<file path="config.mk">
export PLATFORM = sky130hd
export DESIGN_NAME = ffe_top
export DESIGN_NICKNAME = d
export VERILOG_FILES = /design/src/rtl/ffe_pkg.sv /design/src/rtl/ffe_sync.sv /design/src/rtl/ffe_rx.sv /design/src/rtl/ffe_tx.sv /design/src/rtl/ffe_ctrl.sv /design/src/rtl/ffe_top.sv
export SDC_FILE = /design/constraint.sdc
export NUM_CORES = 1
export LEC_CHECK = 0
export BUFFER_PORTS_ARGS = -buffer_cell sky130_fd_sc_hd__clkbuf_2
export CAP_MARGIN = 25
export CELL_PAD_IN_SITES_DETAIL_PLACEMENT = 1
export CELL_PAD_IN_SITES_GLOBAL_PLACEMENT = 2
export CORE_UTILIZATION = 34
export CTS_CLUSTER_SIZE = 28
export DETAILED_ROUTE_END_ITERATION = 10
export PLACE_DENSITY = 0.83
export SYNTH_ARGS = -nofsm -noshare
export SYNTH_HDL_FRONTEND = slang
export SYNTH_HIERARCHICAL = 1
export SYNTH_SLANG_ARGS = --single-unit
</file>
<file path="constraint.sdc">
create_clock -name clk -period 3.5 [get_ports clk]
set_input_delay 0.35 -clock clk [delete_from_list [all_inputs] [get_ports clk]]
set_output_delay 0.35 -clock clk [all_outputs]
set_load 0.01 [all_outputs]
</file>
<file path="src/rtl/ffe_pkg.sv">
package ffe_pkg;

    localparam int BYTE_W = 8;
    localparam int BIT_W  = $clog2(BYTE_W);
    localparam int ID_LEN = 5;

    localparam logic [7:0] OPC_READ    = 8'h03;
    localparam logic [7:0] OPC_FREAD   = 8'h0B;
    localparam logic [7:0] OPC_RDID    = 8'h9F;
    localparam logic [7:0] OPC_RDSR    = 8'h05;
    localparam logic [7:0] OPC_PAR_ON  = 8'h55;
    localparam logic [7:0] OPC_PAR_OFF = 8'h45;
    localparam logic [7:0] OPC_PDOWN   = 8'hB9;
    localparam logic [7:0] OPC_WAKE    = 8'hAB;
    localparam logic [7:0] OPC_PROG    = 8'h02;
    localparam logic [7:0] OPC_SERASE  = 8'hD8;
    localparam logic [7:0] OPC_BERASE  = 8'hC7;
    localparam logic [7:0] OPC_WRSR    = 8'h01;

    typedef enum logic [2:0] {
        ST_OPC,
        ST_ADDR,
        ST_DUMMY,
        ST_DATA,
        ST_HOLD,
        ST_IGN
    } ffe_state_e;

    typedef enum logic [1:0] {
        SRC_MEM,
        SRC_ID,
        SRC_STAT,
        SRC_ESIG
    } ffe_src_e;

    function automatic logic [7:0] id_byte(input logic [2:0] idx, input logic [7:0] ext);
        case (idx)
            3'd0:    return 8'h01;
            3'd1:    return 8'h20;
            3'd2:    return 8'h18;
            3'd3:    return 8'h03;
            default: return ext;
        endcase
    endfunction

    function automatic logic is_wr_opc(input logic [7:0] o);
        return (o == OPC_PROG) || (o == OPC_SERASE) || (o == OPC_BERASE) || (o == OPC_WRSR);
    endfunction

    function automatic logic wr_has_addr(input logic [7:0] o);
        return (o == OPC_PROG) || (o == OPC_SERASE);
    endfunction

endpackage

</file>
<file path="src/rtl/ffe_sync.sv">
module ffe_sync #(
    parameter int STAGES = 2
) (
    input  logic clk,
    input  logic rst,
    input  logic sck,
    input  logic cs_n,
    input  logic si,
    output logic sck_rise,
    output logic sck_fall,
    output logic cs_act,
    output logic cs_end,
    output logic si_s
);
    localparam int TOP = STAGES - 1;

    logic [STAGES-1:0] sck_p, cs_p, si_p;
    logic              sck_d, cs_d;

    always_ff @(posedge clk) begin
        if (rst) begin
            sck_p <= '0;
            cs_p  <= '1;
            si_p  <= '0;
            sck_d <= 1'b0;
            cs_d  <= 1'b1;
        end else begin
            sck_p <= {sck_p[STAGES-2:0], sck};
            cs_p  <= {cs_p[STAGES-2:0], cs_n};
            si_p  <= {si_p[STAGES-2:0], si};
            sck_d <= sck_p[TOP];
            cs_d  <= cs_p[TOP];
        end
    end

    assign sck_rise = sck_p[TOP] & ~sck_d;
    assign sck_fall = ~sck_p[TOP] & sck_d;
    assign cs_act   = ~cs_p[TOP];
    assign cs_end   = cs_p[TOP] & ~cs_d;
    assign si_s     = si_p[TOP];

endmodule

</file>
<file path="src/rtl/ffe_rx.sv">
module ffe_rx
    import ffe_pkg::*;
#(
    parameter int CNT_W = 16
) (
    input  logic              clk,
    input  logic              rst,
    input  logic              cs_act,
    input  logic              sck_rise,
    input  logic              si_s,
    output logic              byte_vld,
    output logic [BYTE_W-1:0] byte_val,
    output logic [CNT_W-1:0]  clk_cnt
);
    logic [BIT_W-1:0]  bitc;
    logic [BYTE_W-1:0] sr;

    always_ff @(posedge clk) begin
        if (rst || !cs_act) begin
            bitc     <= '0;
            sr       <= '0;
            byte_vld <= 1'b0;
            byte_val <= '0;
            clk_cnt  <= '0;
        end else begin
            byte_vld <= 1'b0;
            if (sck_rise) begin
                sr   <= {sr[BYTE_W-2:0], si_s};
                bitc <= bitc + 1'b1;
                if (bitc == BIT_W'(BYTE_W - 1)) begin
                    byte_vld <= 1'b1;
                    byte_val <= {sr[BYTE_W-2:0], si_s};
                end
                if (clk_cnt != '1)
                    clk_cnt <= clk_cnt + 1'b1;
            end
        end
    end

endmodule

</file>
<file path="src/rtl/ffe_tx.sv">
module ffe_tx
    import ffe_pkg::*;
(
    input  logic              clk,
    input  logic              rst,
    input  logic              cs_act,
    input  logic              sck_fall,
    input  logic              tx_on,
    input  logic [BYTE_W-1:0] tx_byte,
    output logic              tx_take,
    output logic              so,
    output logic              so_oe
);
    logic [BIT_W-1:0]  obit;
    logic [BYTE_W-1:0] sr;

    assign tx_take = cs_act && sck_fall && tx_on && (obit == '0);

    always_ff @(posedge clk) begin
        if (rst || !cs_act) begin
            obit  <= '0;
            sr    <= '0;
            so    <= 1'b0;
            so_oe <= 1'b0;
        end else if (sck_fall && tx_on) begin
            if (obit == '0) begin
                so <= tx_byte[BYTE_W-1];
                sr <= {tx_byte[BYTE_W-2:0], 1'b0};
            end else begin
                so <= sr[BYTE_W-1];
                sr <= {sr[BYTE_W-2:0], 1'b0};
            end
            obit  <= obit + 1'b1;
            so_oe <= 1'b1;
        end
    end

endmodule

</file>
<file path="src/rtl/ffe_ctrl.sv">
module ffe_ctrl
    import ffe_pkg::*;
#(
    parameter int          ADDR_W = 24,
    parameter int          CNT_W  = 16,
    parameter logic [7:0]  ID_EXT = 8'h00,
    parameter logic [7:0]  ESIG   = 8'h17
) (
    input  logic              clk,
    input  logic              rst,
    input  logic              cs_act,
    input  logic              cs_end,
    input  logic              byte_vld,
    input  logic [BYTE_W-1:0] byte_val,
    input  logic [CNT_W-1:0]  clk_cnt,
    input  logic              tx_take,
    input  logic [BYTE_W-1:0] mem_rdata,
    input  logic [BYTE_W-1:0] stat_in,
    output logic              tx_on,
    output logic [BYTE_W-1:0] tx_byte,
    output logic [ADDR_W-1:0] mem_addr,
    output logic              par_mode,
    output logic              pd_active,
    output logic              wreq_stb,
    output logic [7:0]        wreq_opc,
    output logic [ADDR_W-1:0] wreq_addr,
    output logic [CNT_W-1:0]  wreq_clks
);
    localparam int ADDR_BYTES = ADDR_W / BYTE_W;
    localparam int ACNT_W     = $clog2(ADDR_BYTES + 1);
    localparam logic [ACNT_W-1:0] ACNT_LAST = ACNT_W'(ADDR_BYTES - 1);

    ffe_state_e        state;
    ffe_src_e          src;
    logic [7:0]        opc;
    logic              cmd_ok;
    logic              fast;
    logic [ACNT_W-1:0] acnt;
    logic [2:0]        id_idx;
    logic [ADDR_W-1:0] addr;

    assign tx_on    = (state == ST_DATA);
    assign mem_addr = addr;

    always_comb begin
        case (src)
            SRC_MEM:  tx_byte = mem_rdata;
            SRC_ID:   tx_byte = id_byte(id_idx, ID_EXT);
            SRC_STAT: tx_byte = stat_in;
            default:  tx_byte = ESIG;
        endcase
    end

    always_ff @(posedge clk) begin
        if (rst) begin
            state     <= ST_OPC;
            src       <= SRC_MEM;
            opc       <= '0;
            cmd_ok    <= 1'b0;
            fast      <= 1'b0;
            acnt      <= '0;
            id_idx    <= '0;
            addr      <= '0;
            par_mode  <= 1'b0;
            pd_active <= 1'b0;
            wreq_stb  <= 1'b0;
            wreq_opc  <= '0;
            wreq_addr <= '0;
            wreq_clks <= '0;
        end else begin
            wreq_stb <= 1'b0;
            if (cs_end && cmd_ok) begin
                if (opc == OPC_PDOWN) pd_active <= 1'b1;
                if (opc == OPC_WAKE)  pd_active <= 1'b0;
                if (is_wr_opc(opc)) begin
                    wreq_stb  <= 1'b1;
                    wreq_opc  <= opc;
                    wreq_addr <= addr;
                    wreq_clks <= clk_cnt;
                end
            end
            if (!cs_act) begin
                state  <= ST_OPC;
                cmd_ok <= 1'b0;
                fast   <= 1'b0;
                acnt   <= '0;
                id_idx <= '0;
                addr   <= '0;
            end else begin
                if (tx_take) begin
                    if (src == SRC_MEM)
                        addr <= addr + 1'b1;
                    else if (src == SRC_ID)
                        id_idx <= (id_idx == 3'(ID_LEN - 1)) ? 3'd0 : id_idx + 3'd1;
                end
                if (byte_vld) begin
                    case (state)
                        ST_OPC: begin
                            opc <= byte_val;
                            if (pd_active && byte_val != OPC_WAKE) begin
                                state <= ST_IGN;
                            end else begin
                                cmd_ok <= 1'b1;
                                case (byte_val)
                                    OPC_READ:    begin src <= SRC_MEM; state <= ST_ADDR; end
                                    OPC_FREAD:   begin src <= SRC_MEM; fast <= 1'b1; state <= ST_ADDR; end
                                    OPC_RDID:    begin src <= SRC_ID; state <= ST_DATA; end
                                    OPC_RDSR:    begin src <= SRC_STAT; state <= ST_DATA; end
                                    OPC_WAKE:    begin src <= SRC_ESIG; state <= ST_ADDR; end
                                    OPC_PAR_ON:  begin par_mode <= 1'b1; state <= ST_HOLD; end
                                    OPC_PAR_OFF: begin par_mode <= 1'b0; state <= ST_HOLD; end
                                    OPC_PDOWN:   state <= ST_HOLD;
                                    default: begin
                                        if (wr_has_addr(byte_val))
                                            state <= ST_ADDR;
                                        else if (is_wr_opc(byte_val))
                                            state <= ST_HOLD;
                                        else begin
                                            cmd_ok <= 1'b0;
                                            state  <= ST_IGN;
                                        end
                                    end
                                endcase
                            end
                        end
                        ST_ADDR: begin
                            addr <= {addr[ADDR_W-BYTE_W-1:0], byte_val};
                            acnt <= acnt + 1'b1;
                            if (acnt == ACNT_LAST) begin
                                if (is_wr_opc(opc))
                                    state <= ST_HOLD;
                                else if (fast)
                                    state <= ST_DUMMY;
                                else
                                    state <= ST_DATA;
                            end
                        end
                        ST_DUMMY: state <= ST_DATA;
                        default:  state <= state;
                    endcase
                end
            end
        end
    end

endmodule

</file>
<file path="src/rtl/ffe_top.sv">
module ffe_top
    import ffe_pkg::*;
#(
    parameter int         ADDR_W      = 24,
    parameter int         CNT_W       = 16,
    parameter int         SYNC_STAGES = 2,
    parameter logic [7:0] ID_EXT      = 8'h00,
    parameter logic [7:0] ESIG        = 8'h17
) (
    input  logic              clk,
    input  logic              rst,
    input  logic              spi_sck,
    input  logic              spi_cs_n,
    input  logic              spi_si,
    output logic              spi_so,
    output logic              spi_so_oe,
    output logic [ADDR_W-1:0] mem_addr,
    input  logic [7:0]        mem_rdata,
    input  logic [7:0]        stat_in,
    output logic              par_mode,
    output logic              pd_active,
    output logic              wreq_stb,
    output logic [7:0]        wreq_opc,
    output logic [ADDR_W-1:0] wreq_addr,
    output logic [CNT_W-1:0]  wreq_clks
);
    logic              sck_rise, sck_fall, cs_act, cs_end, si_s;
    logic              byte_vld;
    logic [BYTE_W-1:0] byte_val;
    logic [CNT_W-1:0]  clk_cnt;
    logic              tx_on, tx_take;
    logic [BYTE_W-1:0] tx_byte;

    ffe_sync #(.STAGES(SYNC_STAGES)) i_sync (
        .clk(clk), .rst(rst), .sck(spi_sck), .cs_n(spi_cs_n), .si(spi_si),
        .sck_rise(sck_rise), .sck_fall(sck_fall), .cs_act(cs_act),
        .cs_end(cs_end), .si_s(si_s)
    );

    ffe_rx #(.CNT_W(CNT_W)) i_rx (
        .clk(clk), .rst(rst), .cs_act(cs_act), .sck_rise(sck_rise), .si_s(si_s),
        .byte_vld(byte_vld), .byte_val(byte_val), .clk_cnt(clk_cnt)
    );

    ffe_ctrl #(.ADDR_W(ADDR_W), .CNT_W(CNT_W), .ID_EXT(ID_EXT), .ESIG(ESIG)) i_ctrl (
        .clk(clk), .rst(rst), .cs_act(cs_act), .cs_end(cs_end),
        .byte_vld(byte_vld), .byte_val(byte_val), .clk_cnt(clk_cnt),
        .tx_take(tx_take), .mem_rdata(mem_rdata), .stat_in(stat_in),
        .tx_on(tx_on), .tx_byte(tx_byte), .mem_addr(mem_addr),
        .par_mode(par_mode), .pd_active(pd_active),
        .wreq_stb(wreq_stb), .wreq_opc(wreq_opc),
        .wreq_addr(wreq_addr), .wreq_clks(wreq_clks)
    );

    ffe_tx i_tx (
        .clk(clk), .rst(rst), .cs_act(cs_act), .sck_fall(sck_fall),
        .tx_on(tx_on), .tx_byte(tx_byte), .tx_take(tx_take),
        .so(spi_so), .so_oe(spi_so_oe)
    );

endmodule

</file>
==> Flow_metrics.wiki <==
{| class="wikitable"
! Metric !! Value
|-
| Headroom to the max-slew limit || 44.0%
|-
| Clock edge transition at the registers on the reported setup and hold paths || 0.06 ns
|-
| Floorplan die height || 146 µm
|-
| Fill cell total of the finished layout || ~2.4k
|-
| Max Fanout on Critical Path || 9
|-
| Measured slew at the worst slew-check pin || 0.840 ns
|-
| Die W || 146 µm
|-
| Count of nets after finishing || 953
|-
| Worst supply voltage drop on vdd || 0.348 mV
|-
| Endpoints failing hold || 0
|-
| Initial core utilization || approximately a third
|-
| Post-CTS setup buffer count || 0
|-
| Most prevalent standard cell on the critical path || and2_1
|-
| Antenna violations before repair || 0
|-
| Startpoint Class || flop
|-
| Number of enable flip-flop cells after synthesis || 0
|-
| Final cell area excluding filler cells || approximately 0.0084 mm²
|-
| Post-Route Setup TNS || 0 ns
|-
| Via count of the first global-routing pass || 6,557
|-
| Design Power || approximately 0.0038 W
|-
| First-pass GRT wire length || 34.3 mm
|-
| IO Count || 98
|-
| Port Buffers || 97
|-
| Max incr delay on CP || 0.45 ns
|-
| Most frequently used flop master after synthesis || dfxtp_1
|-
| Final ANT Viol Nets || 0
|-
| Num CTS Buffers || 17
|-
| Highest attainable clock frequency || ~0.35 GHz
|-
| Setup clock skew after layout || 0.00841 ns
|-
| HPWL after detailed placement || 13.7 mm
|-
| Clk buf depth || 2
|-
| Synth Area per Inst || 8.23 µm²
|-
| Combined area of all synthesized cells || 0.00703 mm²
|-
| Final Slew Violations || 0
|-
| Cell types with the largest area share after synthesis || dfxtp_1 (43%), a21oi_1 (6.7%), o21ai_0 (6.6%)
|-
| Path category of the worst min-delay check || input port to flop
|-
| Final setup violating endpoints || 0
|-
| Slowest-stage cell, CP || and4_1
|-
| Count of cell types in the netlist || 58
|-
| Hold-fix buffers, CTS || 0
|-
| Initial DRC Count || 394
|-
| Layout cells sized above 1 || 17.3%
|-
| Unrepaired setup endpoints after global routing || no
|-
| Post-Syn Instances || 854
|-
| Total wire length || 20.3 mm
|-
| Tmin final || 2.85 ns
|-
| Period utilisation layout || between 80 and 90%
|-
| Post-synthesis to final-layout area growth || 19.1%
|-
| Area inside the core boundary || 0.0202 mm²
|-
| Worst endpoint required time || 3.85 ns
|-
| Static power due to leakage || 2.88 nW
|-
| Commonest cells post-synth || dfxtp_1 (150), a21oi_1 (94), o21ai_0 (92), nand3_1 (80), nor2_1 (61)
|-
| Post-layout instance count excluding filler cells || 1,203
|-
| Cell count after placement || 1,171
|-
| Root buffer cell || clkbuf_16
|-
| Worst Path Class, Setup || flop to flop
|-
| Antenna cells || 0
|-
| Last weighted congestion value of the routability-driven placer || 0.802
|-
| Skew-Pair Late Insertion Delay || 0.42 ns
|-
| Post-synthesis async set-or-reset flop share || 0%
|-
| Wire length per cell after detailed routing || 16.8 µm
|-
| Overall track demand over capacity in global routing || 19.9%
|-
| Total iterations of the first detailed-routing run || 4
|-
| Endpoint type of the worst setup path || flop
|-
| CTS resizes || 0
|-
| Sequence of cells on the critical path || nor2b_1, and2_1, and2_1, and3_2, nor3b_2, buf_4, and4_1, nand4_1, or3_1, a31oi_1
|-
| Most frequently used cell type in the post-synthesis netlist || dfxtp_1
|-
| Area share of the largest cell type after synthesis || 42.7%
|-
| Ratio of routed vias to standard cells || ~5.4
|-
| Mapped Nets || 887
|-
| CP Data Arrival Time || 3.20 ns
|-
| Sinks on Clock Net || 150
|-
| Post-synthesis register bit count || 150
|-
| Maximum number of pins on one net before global-route repair || 63
|-
| Result of the run || finished, final reports clean
|-
| H-tree levels || 4
|-
| Via count of the routed design || roughly 6.5k
|-
| GRT overflow || 0
|-
| Site Rows || 52
|-
| Sequential-to-total area share from yosys stat || 42.7%
|-
| Total die area || approximately 0.021 mm²
|-
| Count of maximum capacitance violations || 0
|-
| DR DRC count || 0
|-
| Total number of yosys warnings || 6
|-
| Cell area after placement || between 0.007 and 0.008 mm²
|-
| CTS tree || done
|-
| Power density cells || 455 mW/mm²
|-
| Library cell with the largest summed area after synthesis || dfxtp_1
|}
## cells by family (layout without fill, tap and decap cells)
family                   count (synthesis)  in the layout  synth area share [%]
adder cells (fa/ha/maj)                 12             12                  2.14
AO/OA/AOI/OAI                          243            243                  19.6
AND/OR/NAND/NOR                        317            317                  24.3
flip-flops                             150            150                  42.7
XOR/XNOR                                24             24                  2.99
buffers and inverters                   86            165                  5.08
multiplexers                            22             22                  3.15
## cell usage in the layout, fill, tap and decap left out, drive strengths merged, types with 4 or more instances in the layout
cell type,count
dfxtp,150
clkbuf,118
a21oi,94
o21ai,92
nand3,80
nor2,61
nand2,43
nand4,22
mux2i,21
inv,20
a211oi,19
nor2b,19
buf,18
xor2,15
nor3,13
or3,13
nand2b,12
ha,12
a31oi,9
xnor2,9
and3,9
o31ai,8
or4,7
nor4,7
and2,6
bufinv,5
nor3b,4
nor4b,4
## power breakdown
part	total (W)	switching, W	internal [W]
registers	0.00171	0.00000158	0.00171
logic	0.0000633	0.0000400	0.0000233
clock network	0.00204	0.000730	0.00131
## metal layers
metal,vias to the layer above,track usage [%],wire length [µm]
met2,91,33.3,9720
met5,-,0,0
li1,3217,-,-
met4,0,5.74,222
met3,14,3.01,590
met1,3174,26.5,9720
## final timing paths
| kind | start | endpoint | slack, ns | cells past startpoint |
|---|---|---|---|---|
| hold / removal | spi_cs_n | i_sync/cs_p[0]$_SDFF_PP1_ | 0.10 | 2 |
| setup / recovery | i_ctrl/state[0]$_SDFFE_PP0P_ | i_ctrl/mem_addr[23]$_SDFF_PP0_ | 0.65 | 10 |
| setup reg to reg | i_ctrl/state[0]$_SDFFE_PP0P_ | i_ctrl/mem_addr[23]$_SDFF_PP0_ | 0.65 | 10 |
| hold reg to reg | i_sync/cs_p[0]$_SDFF_PP1_ | i_sync/cs_p[1]$_SDFF_PP1_ | 0.40 | 1 |
## per-stage QoR
stage	hold slack, ns	util, %	setup WS, ns
2_1_floorplan	0.383	-	0.637
3_3_place_gp	0.389	38.1	0.782
3_5_place_dp	0.395	38.1	0.699
4_1_cts	0.0839	41.4	0.629
5_1_grt	0.105	41.4	0.359
6_report	0.103	41.4	0.649
## layout make-up
| class | count | area, µm² | area share, % |
|---|---|---|---|
| well taps | 270 | 338 | 4.04 |
| multi-input cells | 618 | 3690 | 44.0 |
| clock inverters | 11 | 195 | 2.33 |
| clock buffers | 21 | 460 | 5.50 |
| flip-flops and latches | 150 | 3000 | 35.9 |
| inverters | 18 | 67.6 | 0.807 |
| repair buffers | 115 | 621 | 7.41 |
## critical path: cells and delay by family, from the launching register on
family                 cells  cell delay (ns)
AND/OR/NAND/NOR            8             2.02
AO/OA/AOI/OAI              1             0.16
buffers and inverters      1             0.18
flip-flops                 1             0.44
## registers in the layout, summed over array words and instances, names as in the netlist, 2 cells and up
| signal | flops |
|---|---|
| i_ctrl/acnt | 2 |
| i_ctrl/id_idx | 3 |
| i_ctrl/mem_addr | 24 |
| i_ctrl/opc | 8 |
| i_ctrl/src | 2 |
| i_ctrl/state | 3 |
| i_ctrl/wreq_addr | 24 |
| i_ctrl/wreq_clks | 16 |
| i_ctrl/wreq_opc | 8 |
| i_rx/bitc | 3 |
| i_rx/byte_val | 8 |
| i_rx/clk_cnt | 16 |
| i_rx/sr | 7 |
| i_sync/cs_p | 2 |
| i_sync/sck_p | 2 |
| i_sync/si_p | 2 |
| i_tx/obit | 3 |
| i_tx/sr | 7 |
Power figures use the tool's default switching activity.
